[config.mk]
export PLATFORM = sky130hd
export DESIGN_NAME = cop_decoder
export DESIGN_NICKNAME = d
export VERILOG_FILES = /design/src/rtl/cop_pkg.sv /design/src/rtl/cop_classify.sv /design/src/rtl/cop_enable_ctl.sv /design/src/rtl/cop_out_stage.sv /design/src/rtl/cop_decoder.sv
export SDC_FILE = /design/constraint.sdc
export NUM_CORES = 1
export LEC_CHECK = 0
export BUFFER_PORTS_ARGS = -buffer_cell sky130_fd_sc_hd__buf_4
export CORE_MARGIN = 3
export CORE_UTILIZATION = 39
export CTS_BUF_LIST = sky130_fd_sc_hd__clkbuf_16
export CTS_CLUSTER_DIAMETER = 120
export DETAILED_ROUTE_END_ITERATION = 10
export PLACE_DENSITY = 0.76
export SYNTH_ARGS = -nofsm -noshare
export SYNTH_HDL_FRONTEND = slang
export SYNTH_SLANG_ARGS = --single-unit
[constraint.sdc]
create_clock -name clk -period 1.6 [get_ports clk]
set_clock_uncertainty 0.2 [all_clocks]
set_input_delay 0.16 -clock clk [delete_from_list [all_inputs] [get_ports clk]]
set_output_delay 0.16 -clock clk [all_outputs]
set_load 0.05 [all_outputs]
[src/rtl/cop_pkg.sv]
package cop_pkg;
  localparam int WORD_W   = 32;
  localparam int OP_W     = 5;
  localparam int RC_W     = 5;
  localparam int FIELD_W  = OP_W + RC_W;
  localparam int OPND_W   = 64;
  localparam int ROW_W    = 6;
  localparam int XY_ROW_W = 3;
  localparam int ROW_LSB  = 56;

  localparam logic [WORD_W-1:0] SPACE_BASE = 32'h0020_1000;

  localparam logic [OP_W-1:0] OP_XY_LAST    = 5'd3;
  localparam logic [OP_W-1:0] OP_LS_LAST    = 5'd7;
  localparam logic [OP_W-1:0] OP_UNIT_CTL   = 5'd17;
  localparam logic [OP_W-1:0] OP_TRAP_FIRST = 5'd23;

  localparam logic [RC_W-1:0] RC_ON  = 5'd0;
  localparam logic [RC_W-1:0] RC_OFF = 5'd1;

  typedef enum logic [2:0] {
    K_NONE,
    K_ISSUE,
    K_TRAP,
    K_ON,
    K_OFF
  } kind_e;

  // Upper bits must equal the base; the low FIELD_W bits carry opcode and register code.
  function automatic logic in_space(input logic [WORD_W-1:0] w);
    return w[WORD_W-1:FIELD_W] == SPACE_BASE[WORD_W-1:FIELD_W];
  endfunction

  function automatic kind_e classify(input logic hit, input logic [OP_W-1:0] op,
                                     input logic [RC_W-1:0] rc, input logic en);
    kind_e k;
    if (!hit)                     k = K_NONE;
    else if (op >= OP_TRAP_FIRST) k = K_TRAP;
    else if (op == OP_UNIT_CTL) begin
      if (rc == RC_ON)            k = K_ON;
      else if (rc == RC_OFF)      k = K_OFF;
      else                        k = K_TRAP;
    end
    else if (!en)                 k = K_TRAP;
    else                          k = K_ISSUE;
    return k;
  endfunction

  function automatic logic is_ls(input logic [OP_W-1:0] op);
    return op <= OP_LS_LAST;
  endfunction

  function automatic logic [ROW_W-1:0] row_pick(input logic [OP_W-1:0] op,
                                                input logic [OPND_W-1:0] opnd);
    logic [ROW_W-1:0] raw;
    logic [ROW_W-1:0] r;
    raw = opnd[ROW_LSB +: ROW_W];
    if (op <= OP_XY_LAST) r = {{(ROW_W-XY_ROW_W){1'b0}}, raw[XY_ROW_W-1:0]};
    else if (is_ls(op))   r = raw;
    else                  r = '0;
    return r;
  endfunction
endpackage

[src/rtl/cop_classify.sv]
module cop_classify
  import cop_pkg::*;
(
  input  logic [WORD_W-1:0] word,
  input  logic              en,
  output logic              hit,
  output logic [OP_W-1:0]   op,
  output logic [RC_W-1:0]   rc,
  output kind_e             kind
);
  assign op   = word[FIELD_W-1:RC_W];
  assign rc   = word[RC_W-1:0];
  assign hit  = in_space(word);
  assign kind = classify(hit, op, rc, en);
endmodule

[src/rtl/cop_enable_ctl.sv]
module cop_enable_ctl
  import cop_pkg::*;
(
  input  logic  clk,
  input  logic  rst_n,
  input  logic  fire,
  input  kind_e kind,
  output logic  en
);
  always_ff @(posedge clk) begin
    if (!rst_n)                      en <= 1'b0;
    else if (fire && kind == K_ON)   en <= 1'b1;
    else if (fire && kind == K_OFF)  en <= 1'b0;
  end
endmodule

[src/rtl/cop_out_stage.sv]
module cop_out_stage
  import cop_pkg::*;
(
  input  logic              clk,
  input  logic              rst_n,
  input  logic              fire,
  input  kind_e             kind,
  input  logic [OP_W-1:0]   op,
  input  logic [OPND_W-1:0] opnd,
  output logic              dispatch,
  output logic              trap,
  output logic [OP_W-1:0]   opcode_q,
  output logic [OPND_W-1:0] opnd_q,
  output logic [ROW_W-1:0]  row_q,
  output logic              row_valid
);
  logic issue, bad;
  assign issue = fire && kind == K_ISSUE;
  assign bad   = fire && kind == K_TRAP;

  always_ff @(posedge clk) begin
    if (!rst_n) begin
      dispatch  <= 1'b0;
      trap      <= 1'b0;
      opcode_q  <= '0;
      opnd_q    <= '0;
      row_q     <= '0;
      row_valid <= 1'b0;
    end else begin
      dispatch  <= issue;
      trap      <= bad;
      row_valid <= issue && is_ls(op);
      row_q     <= issue ? row_pick(op, opnd) : '0;
      if (issue || bad) opcode_q <= op;
      if (issue)        opnd_q   <= opnd;
    end
  end
endmodule

[src/rtl/cop_decoder.sv]
module cop_decoder
  import cop_pkg::*;
(
  input  logic              clk,
  input  logic              rst_n,
  input  logic              in_valid,
  input  logic [WORD_W-1:0] in_word,
  input  logic [OPND_W-1:0] in_operand,
  output logic              unit_enabled,
  output logic              dispatch,
  output logic              trap,
  output logic [OP_W-1:0]   out_opcode,
  output logic [OPND_W-1:0] out_operand,
  output logic [ROW_W-1:0]  out_row,
  output logic              out_row_valid
);
  logic            hit_w;
  logic [OP_W-1:0] op_w;
  logic [RC_W-1:0] rc_w;
  kind_e           kind_w;

  cop_classify u_cls (
    .word (in_word),
    .en   (unit_enabled),
    .hit  (hit_w),
    .op   (op_w),
    .rc   (rc_w),
    .kind (kind_w)
  );

  cop_enable_ctl u_en (
    .clk   (clk),
    .rst_n (rst_n),
    .fire  (in_valid),
    .kind  (kind_w),
    .en    (unit_enabled)
  );

  cop_out_stage u_out (
    .clk       (clk),
    .rst_n     (rst_n),
    .fire      (in_valid),
    .kind      (kind_w),
    .op        (op_w),
    .opnd      (in_operand),
    .dispatch  (dispatch),
    .trap      (trap),
    .opcode_q  (out_opcode),
    .opnd_q    (out_operand),
    .row_q     (out_row),
    .row_valid (out_row_valid)
  );
endmodule

==> results_dict.tcl, run 1 <==
set metrics [dict create \
    drv_cap 0 \
    coreArea_um2 7290 \
    fin_util_pct 81.1 \
    syn_inst 352 \
    stdcell_count 714 \
    syn_to_final_growth_pct 101 \
    synth_area_um2 2940 \
    dr.pass1.iters 4 \
    cp_slowest_stage_delay_ns 0.37 \
    slew_viol_final 0 \
    relSlewSlack_pct 69.7 \
    io_buffers 177 \
    ys_ff_latch 79 \
    drc 0 \
    cts.sinks 79 \
    powerDensity_nw_per_um2 761 \
    rows 31 \
    place.gp.congestion 0.810 \
    grt_start_max_net_pins 64 \
    grt_pass1_vias 3347 \
    critPathCaptureType "flop" \
    path_cells "o41ai_4 -> nor4_4 -> buf_6 -> buf_12 -> clkbuf_16 -> nand3_1 -> o21ai_1" \
    ff2ff_path_depth 7 \
    cts_buffer_depth 2 \
    nFillCells 439 \
    tightest_slew_ns 0.451 \
    worstPathRequired_ns 1.65 \
    die_y_um 92.8 \
    layout.nets 709 \
    violations "setup timing" \
    cts-root-buf "clkbuf_16" \
    yosys_most_used_dff "dfxtp_1" \
    multi_input_area_um2 1410 \
    syn_nets 451 \
    seq_area_um2 1590 \
    fmaxAchievable_ghz 0.585 \
    critPathMaxFanout 6 \
    antenna_found_initial 0 \
    timing.final.ws_setup_ns -0.111 \
    wirelength_mm 11.4 \
    vias_per_cell 4.97 \
    crit_buf_inv 3 \
    cts_tree "done" \
    drive_above_1_share_pct 43.4 \
    dp_hpwl_mm 6.14 \
    grt_pass1_wl_mm 15.6 \
    grt_usage_pct 22.5 \
    initial_core_util_pct 40.3 \
    die_width_um 92.8 \
    ys_warn_count 0 \
    async_flop_share_pct 0 \
    clkLatencyLatePin_ns 0.32 \
    holdPathStages 3 \
    rsz0062_at_grt "true" \
    worstPathArrival_ns 1.76 \
    crit_type "reg -> reg" \
    finalCritPeriodShare_pct 107 \
    p_leak_nw 2.53 \
    path_depth 7 \
    num_io_pins 178 \
    ir_drop_mv 0.512 \
    cp_top_family "buffers and inverters" \
    grt_overflow_total 0 \
    drt-wirelength-per-cell_um 16.0 \
    ys_seq_area_share_pct 53.8 \
    cp_slowest_cell "dfxtp_4" \
    min_path_type "in -> reg" \
    num_vias 3546 \
    synth.avg_cell_area_um2 8.35 \
    yosysUniqueCellTypes 29 \
    place_inst 616 \
    drtIter0Drc 108 \
    path_clk_slew_ns 0.07 \
    hold_violations 0 \
    cp-start-kind "flop" \
    synth-edff-count 0 \
    setup-violations-final 20 \
    outcome "finished with violations" \
    dieArea_um2 8620 \
    insertedDiodeCount 0 \
    final.min_clock_period_ns 1.71 \
    antenna_left 0 \
    hold_slack_ns 0.0527 \
    p_total_mw 4.50 \
    cts_buffers 9 \
    cts_max_level 3 \
]
[cells by family (layout without fill, tap and decap cells)]
logic type | after synthesis | in the layout | synth area share (%)
simple gates | 168 | 168 | 27.1
flops | 79 | 79 | 53.8
compound gates | 70 | 70 | 12.5
buf+inv | 32 | 295 | 5.57
mux | 3 | 3 | 1.02
[sequential cells by signal, summed over array words and instances (netlist names)]
register         count
u_out.opnd_q        64
u_out.row_q          6
u_out.opcode_q       5
u_en.en              1
u_out.dispatch       1
u_out.row_valid      1
u_out.trap           1
[layer usage]
metal	share of wire (%)	wire, um	GRT usage, %
met1	38	4330	25.3
met3	6.3	715	6.26
met2	54	6210	40.2
met4	1.5	176	8.30
met5	0	0	0
[report_power, final]
part           internal (mW)  total [mW]  switching, mW
Sequential              1.96        1.96   0.0000000135
Combinational          0.289       0.450          0.161
Clock                   1.23        2.09          0.859
Total                   3.48        4.50           1.02
[repair_timing]
action / in CTS / in global routing
resized for setup: 4 / 90
pin swaps: 1 / 14
hold buffers: 69 / 0
gates cloned: 0 / 11
setup endpoints to repair: 16 / 71
hold endpoints to repair: 74 / 0
setup buffers: 1 / 2
[cells in the final DEF, fill, tap and decap left out, drive strengths merged]
cell type    count
a21oi            1
a31oi            1
and2             4
and3             3
and4             1
buf            203
bufinv           1
clkbuf          16
clkinv           1
clkinvlp         1
dfxtp           79
dlygate4sd3     69
inv              4
mux2i            3
nand2           76
nand3           66
nand4            1
nand4b           1
nor2             4
nor2b            1
nor3             3
nor3b            1
nor4             4
nor4b            3
o211a            1
o21ai           66
o41ai            1
[tightest hold or removal path: stages]
cell    delay, ns
buf_4        0.11
buf_4        0.13
and3_1       0.14
[worst paths after layout]
kind / startpoint / to / slack, ns
worst min register to register: u_out.opnd_q[58]$_SDFFE_PN0N_ / u_out.opnd_q[58]$_SDFFE_PN0N_ / 0.25
worst min-delay path: in_word[7] / u_out.row_q[5]$_SDFF_PP0_ / 0.05
worst max register to register: u_en.en$_SDFFE_PN0P_ / u_out.opnd_q[52]$_SDFFE_PN0N_ / -0.11
worst max-delay path: u_en.en$_SDFFE_PN0P_ / u_out.opnd_q[52]$_SDFFE_PN0N_ / -0.11
[final cells by class]
class / count / share of cell area, %
flip-flops and latches: 79 / 26.8
clock inverters: 7 / 1.33
clock buffers: 9 / 3.81
repair buffers: 279 / 42.1
multi-input cells: 241 / 23.9
well taps: 99 / 2.09
[synth_stat cells (2+ instances only)]
library cell,n,share of area (%)
dfxtp_1,79,54
nand2_1,76,9.7
nand3_1,66,11
o21ai_0,48,8.2
o21ai_1,18,3.1
clkbuf_1,17,2.2
buf_2,6,1.0
clkbuf_2,5,0.85
and2_1,4,0.85
nor2_1,4,0.51
and3_1,3,0.64
mux2i_1,3,1.0
nor3_1,3,0.51
nor4_1,3,0.64
buf_6,2,0.77
nor4b_2,2,1.0
[per-stage QoR]
stage          worst slack, ns  area [um^2]  setup TNS [ns]
6_report                -0.111         5920          -0.353
5_1_grt                 -0.173         5920           -5.37
2_1_floorplan          -0.0885         2970           -3.75
4_1_cts               -0.00623         5480        -0.00790
3_5_place_dp            -0.357         4460          -23.59
3_3_place_gp            -0.317         4460          -22.28
No activity file was read; power rests on OpenSTA's default activity.
==> inputs of run 2 (changes only) <==
- REMOVE_ABC_BUFFERS: not set -> 1
==> run 2 against run 1 <==
  * The flow still finishes with violations (setup timing)
  * Critical path depth unchanged
  * Non-clock buffer count up 4
  * Routed wire length up 4.0%
  * Flip-flop and latch count unchanged
  * Highest routed layer unchanged
  * Setup slack better by 0.023 ns
  * Via count up 3.0%
  * Combinational power up 2%
  * Count of clock-buffer cells in the layout unchanged
  * Fmax up 1.4%
  * Clock power down 7%
  * Largest power group is now sequential cells
==> results_dict.tcl, run 2 (same netlist as run 1, synthesis figures left out) <==
set metrics [dict create \
    outcome "finished with violations" \
    violations "setup timing" \
    path_clk_slew_ns 0.06 \
    grt_overflow_total 0 \
    combPwrFrac_pct 10.6 \
    cp-start-kind "flop" \
    coreArea_um2 7290 \
    cts_max_level 3 \
    grt_start_max_net_pins 63 \
    clkLatencyLatePin_ns 0.32 \
    drive_above_1_share_pct 43.8 \
    layout.nets 713 \
    dp_slack_ns -0.410 \
    holdPathStages 3 \
    relSlewSlack_pct 77.2 \
    clock_power_share_pct 44.4 \
    top_register "u_out.opnd_q" \
    wirelength_mm 11.9 \
    slew_viol_final 0 \
    drc 0 \
    io_buffers 177 \
    timing.final.ws_setup_ns -0.0874 \
    grt_pass1_wl_mm 15.7 \
    dr.pass1.iters 5 \
    p_leak_nw 2.57 \
    tightest_slew_ns 0.341 \
    finalCritPeriodShare_pct 105 \
    grt_usage_pct 22.9 \
    final.min_clock_period_ns 1.69 \
    antenna_found_initial 0 \
    drt-wirelength-per-cell_um 16.6 \
    worstPathArrival_ns 1.74 \
    seq_power_share_pct 45.1 \
    p_total_mw 4.36 \
    die_y_um 92.8 \
    crit_type "reg -> reg" \
    hold_slack_ns 0.0483 \
    ff2ff_path_depth 7 \
    worstPathRequired_ns 1.65 \
    powerDensity_nw_per_um2 730 \
    layout_commonest_cell "buf_4" \
    place_inst 620 \
    dieArea_um2 8620 \
    vias_per_cell 5.09 \
    most-common-layout-cells "buf_4 (189), dfxtp_1 (78), nand2_1 (76), dlygate4sd3_1 (68), o21ai_1 (48)" \
    min_path_type "in -> reg" \
    ir_drop_mv 0.628 \
    largest_register_ff_count 64 \
    die_width_um 92.8 \
    fmaxAchievable_ghz 0.593 \
    cts.sinks 79 \
    setup-violations-final 41 \
    cts-root-buf "clkbuf_16" \
    rsz0062_at_grt "true" \
    drtIter0Drc 164 \
    critPathCaptureType "flop" \
    grt_pass1_vias 3307 \
    hold_violations 0 \
    dp_hpwl_mm 6.41 \
    cts_buffers 9 \
    place.gp.congestion 0.778 \
    drv_cap 0 \
    cts_buffer_depth 2 \
    cts_tree "done" \
    insertedDiodeCount 0 \
    initial_core_util_pct 40.3 \
    top_regs "u_out.opnd_q: 64 flops, u_out.row_q: 6 flops, u_out.opcode_q: 5 flops" \
    rows 31 \
    antenna_left 0 \
    fin_util_pct 82.0 \
    intPower_mw 3.44 \
    critPathMaxFanout 8 \
    stdcell_count 718 \
    switching_power_uw 923 \
    num_io_pins 178 \
    p_sw_share_pct 21.2 \
    syn_to_final_growth_pct 103 \
    num_vias 3652 \
]
==> run 2: power groups by stage <==
| stage | Combinational (mW) | Clock [mW] | Sequential, mW |
|---|---|---|---|
| floorplan | 0.0159 | 0 | 2.01 |
| global placement | 0.277 | 0 | 2.01 |
| detailed placement | 0.282 | 0 | 2.01 |
| CTS | 0.423 | 1.96 | 1.97 |
| global route | 0.485 | 2.05 | 1.97 |
| finish | 0.461 | 1.94 | 1.97 |
==> run 2: path summary, 6_finish.rpt <==
kind | from | end | slack, ns
max reg2reg | u_en.en$_SDFFE_PN0P_ | u_out.opnd_q[34]$_SDFFE_PN0N_ | -0.09
min reg2reg | u_out.opnd_q[61]$_SDFFE_PN0N_ | u_out.opnd_q[61]$_SDFFE_PN0N_ | 0.25
min | in_word[7] | u_out.row_q[4]$_SDFF_PP0_ | 0.05
max | u_en.en$_SDFFE_PN0P_ | u_out.opnd_q[34]$_SDFFE_PN0N_ | -0.09
==> run 2: metrics by stage <==
stage	cell area [um^2]	setup TNS, ns
floorplan	2780	-301.16
global placement	4470	-21.39
detailed placement	4470	-26.85
CTS	5490	-0.0832
global route	5980	-6.36
finish	5980	-2.10
==> run 2: critical path, cell delays in order (launching register included) <==
cell,delay [ns]
dfxtp_2,0.36
o41ai_4,0.10
nor4_4,0.33
buf_6,0.17
buf_12,0.14
buf_12,0.15
nand3_2,0.07
o21ai_1,0.09
==> run 2: metal layers <==
metal	part of all wire, %	global-route usage (%)	vias up
li1	-	-	1734
met5	0	0	-
met2	54	42.7	168
met4	3.0	8.18	0
met1	36	24.6	1717
met3	6.7	5.85	33
==> run 2: repair_timing <==
action,in CTS,in global routing
gates resized for setup,14,92
setup buffers,0,6
pin swaps,4,21
gates cloned,0,9
hold endpoints to repair,74,0
hold buffers,68,0
endpoints found under the setup margin,55,74
==> run 2: cell type report <==
type / count / area (um^2)
clock inverters: 7 / 57.6
fillers: 431 / 1310
well taps: 99 / 124
repair buffers: 283 / 2560
flip-flops and latches: 79 / 1580
multi-input cells: 241 / 1430
clock buffers: 9 / 225
==> inputs of run 3 (changes only) <==
- CORE_UTILIZATION: 39 -> 43
- PLACE_DENSITY: 0.76 -> 0.8
- clock period: 1.6 -> 1.7 ns (I/O delays scaled with it)
==> run 3 against run 2 <==
  * The run still ends with setup timing left
  * Combinational power shrank 5.0%
  * Non-clock buffer count rose by 1
  * Utilization rose by 11 points
  * Fmax down 7.1%
  * Critical endpoint is now u_out.opnd_q[62]$_SDFFE_PN0N_
  * Largest cell class unchanged
==> results_dict.tcl, run 3 (same netlist as run 1, synthesis figures left out) <==
set metrics [dict create \
    outcome "finished with violations" \
    violations "setup timing" \
    dpl-instance-area_um2 4410 \
    place_inst 594 \
    hold_slack_ns 0.0447 \
    drt-wirelength-per-cell_um 20.8 \
    cp-start-kind "flop" \
    most-common-layout-cells "buf_4 (189), dfxtp_1 (78), nand2_1 (76), dlygate4sd3_1 (69), o21ai_1 (51)" \
    grt_pass1_vias 3416 \
    drive_above_1_share_pct 46.5 \
    clkLatencyLatePin_ns 0.32 \
    p_leak_nw 2.56 \
    die_y_um 88.7 \
    drv_cap 0 \
    vias_per_cell 5.59 \
    rows 29 \
    timing.final.ws_setup_ns -0.117 \
    place.gp.congestion 0.759 \
    top_register "u_out.opnd_q" \
    dr.pass1.iters 5 \
    wirelength_mm 14.5 \
    finalCritPeriodShare_pct 107 \
    slew_viol_final 0 \
    io_buffers 177 \
    worstPathRequired_ns 1.75 \
    dieArea_um2 7870 \
    coreArea_um2 6490 \
    layout.nets 714 \
    drtIter0Drc 215 \
    stdcell_count 696 \
    rsz0062_at_grt "true" \
    min_path_type "in -> reg" \
    setup-violations-final 64 \
    syn_to_final_growth_pct 105 \
    grt_overflow_total 0 \
    grt_start_max_net_pins 64 \
    die_width_um 88.7 \
    initial_core_util_pct 45.3 \
    crit_type "reg -> reg" \
    layout_commonest_cell "buf_4" \
    critPathCaptureType "flop" \
    path_clk_slew_ns 0.06 \
    ir_drop_mv 0.546 \
    critPathMaxFanout 7 \
    antenna_left 0 \
    hold_violations 0 \
    powerDensity_nw_per_um2 694 \
    final.min_clock_period_ns 1.82 \
    insertedDiodeCount 0 \
    top_regs "u_out.opnd_q: 64 flops, u_out.row_q: 6 flops, u_out.opcode_q: 5 flops" \
    p_total_mw 4.19 \
    largest_register_ff_count 64 \
    cts-root-buf "clkbuf_16" \
    antenna_found_initial 0 \
    cts_max_level 3 \
    grt_usage_pct 25.0 \
    stdcell_area_um2 6030 \
    num_vias 3892 \
    fmaxAchievable_ghz 0.550 \
    cts_tree "done" \
    cts.sinks 79 \
    cts_buffers 9 \
    dp_hpwl_mm 6.35 \
    relSlewSlack_pct 72.2 \
    cts_buffer_depth 2 \
    worstPathArrival_ns 1.87 \
    tightest_slew_ns 0.416 \
    nFillCells 228 \
    grt_pass1_wl_mm 15.4 \
    drc 0 \
    num_io_pins 178 \
    dp_slack_ns -0.317 \
]
==> run 3: cell types whose count changed in the layout (fill, tap and decap cells not counted), moves of 2 or more <==
cell / before / now
nand3_1: 41 / 27
o21ai_1: 48 / 51
buf_6: 8 / 6
inv_1: 3 / 0
o21ai_2: 10 / 12
o21ai_0: 8 / 3
nand3_2: 23 / 38
==> run 3: cell type report <==
type,instances,area [um^2],area share [%]
flip-flops and latches,79,1580,26.2
clock inverters,6,62.6,1.04
repair buffers,284,2600,43.1
multi-input cells,241,1470,24.3
well taps,77,96.3,1.60
clock buffers,9,225,3.73
==> run 3: power breakdown <==
part	internal, mW	total [mW]	switching (mW)	leakage, nW
sequential	1.85	1.85	0.0000000152	0.636
clock	1.12	1.90	0.776	0.135
combinational	0.270	0.438	0.168	1.79
==> run 3: repair_timing <==
action	4_1_cts	5_1_grt
setup buffers	0	6
hold buffers	69	0
setup endpoints to repair	0	74
endpoints found under the hold margin	75	0
resized for setup	0	118
==> run 3: final timing paths <==
kind                                                   start                            end  slack (ns)  depth (start not counted)
worst min-delay path                                   rst_n  u_out.opnd_q[30]$_SDFFE_PN0N_        0.04                          3
worst min register to register  u_out.opnd_q[9]$_SDFFE_PN0N_   u_out.opnd_q[9]$_SDFFE_PN0N_        0.25                          2
worst max register to register          u_en.en$_SDFFE_PN0P_  u_out.opnd_q[62]$_SDFFE_PN0N_       -0.12                          7
worst max-delay path                    u_en.en$_SDFFE_PN0P_  u_out.opnd_q[62]$_SDFFE_PN0N_       -0.12                          7
==> run 3: metrics by stage <==
| stage | TNS, ns | utilization, % |
|---|---|---|
| CTS | 0 | 83.0 |
| global placement | -15.36 | 67.9 |
| global route | -7.21 | 92.9 |
| finish | -2.78 | 92.9 |
| floorplan | -294.74 | - |
| detailed placement | -17.52 | 67.9 |
==> run 3: metal layers <==
layer	vias to the layer above	track usage [%]	part of all wire [%]
met5	-	0	0
met4	0	11.1	5.7
met3	76	5.31	6.7
met2	243	48.8	53
met1	1836	25.0	34
li1	1737	-	-
==> run 3: worst max-delay path: stages, from the launching register on <==
cell and delay (ns):
dfxtp_2 0.37, o41ai_4 0.12, nor4_4 0.37, buf_4 0.21
buf_12 0.13, clkbuf_16 0.16, nand3_2 0.07, o21ai_1 0.12
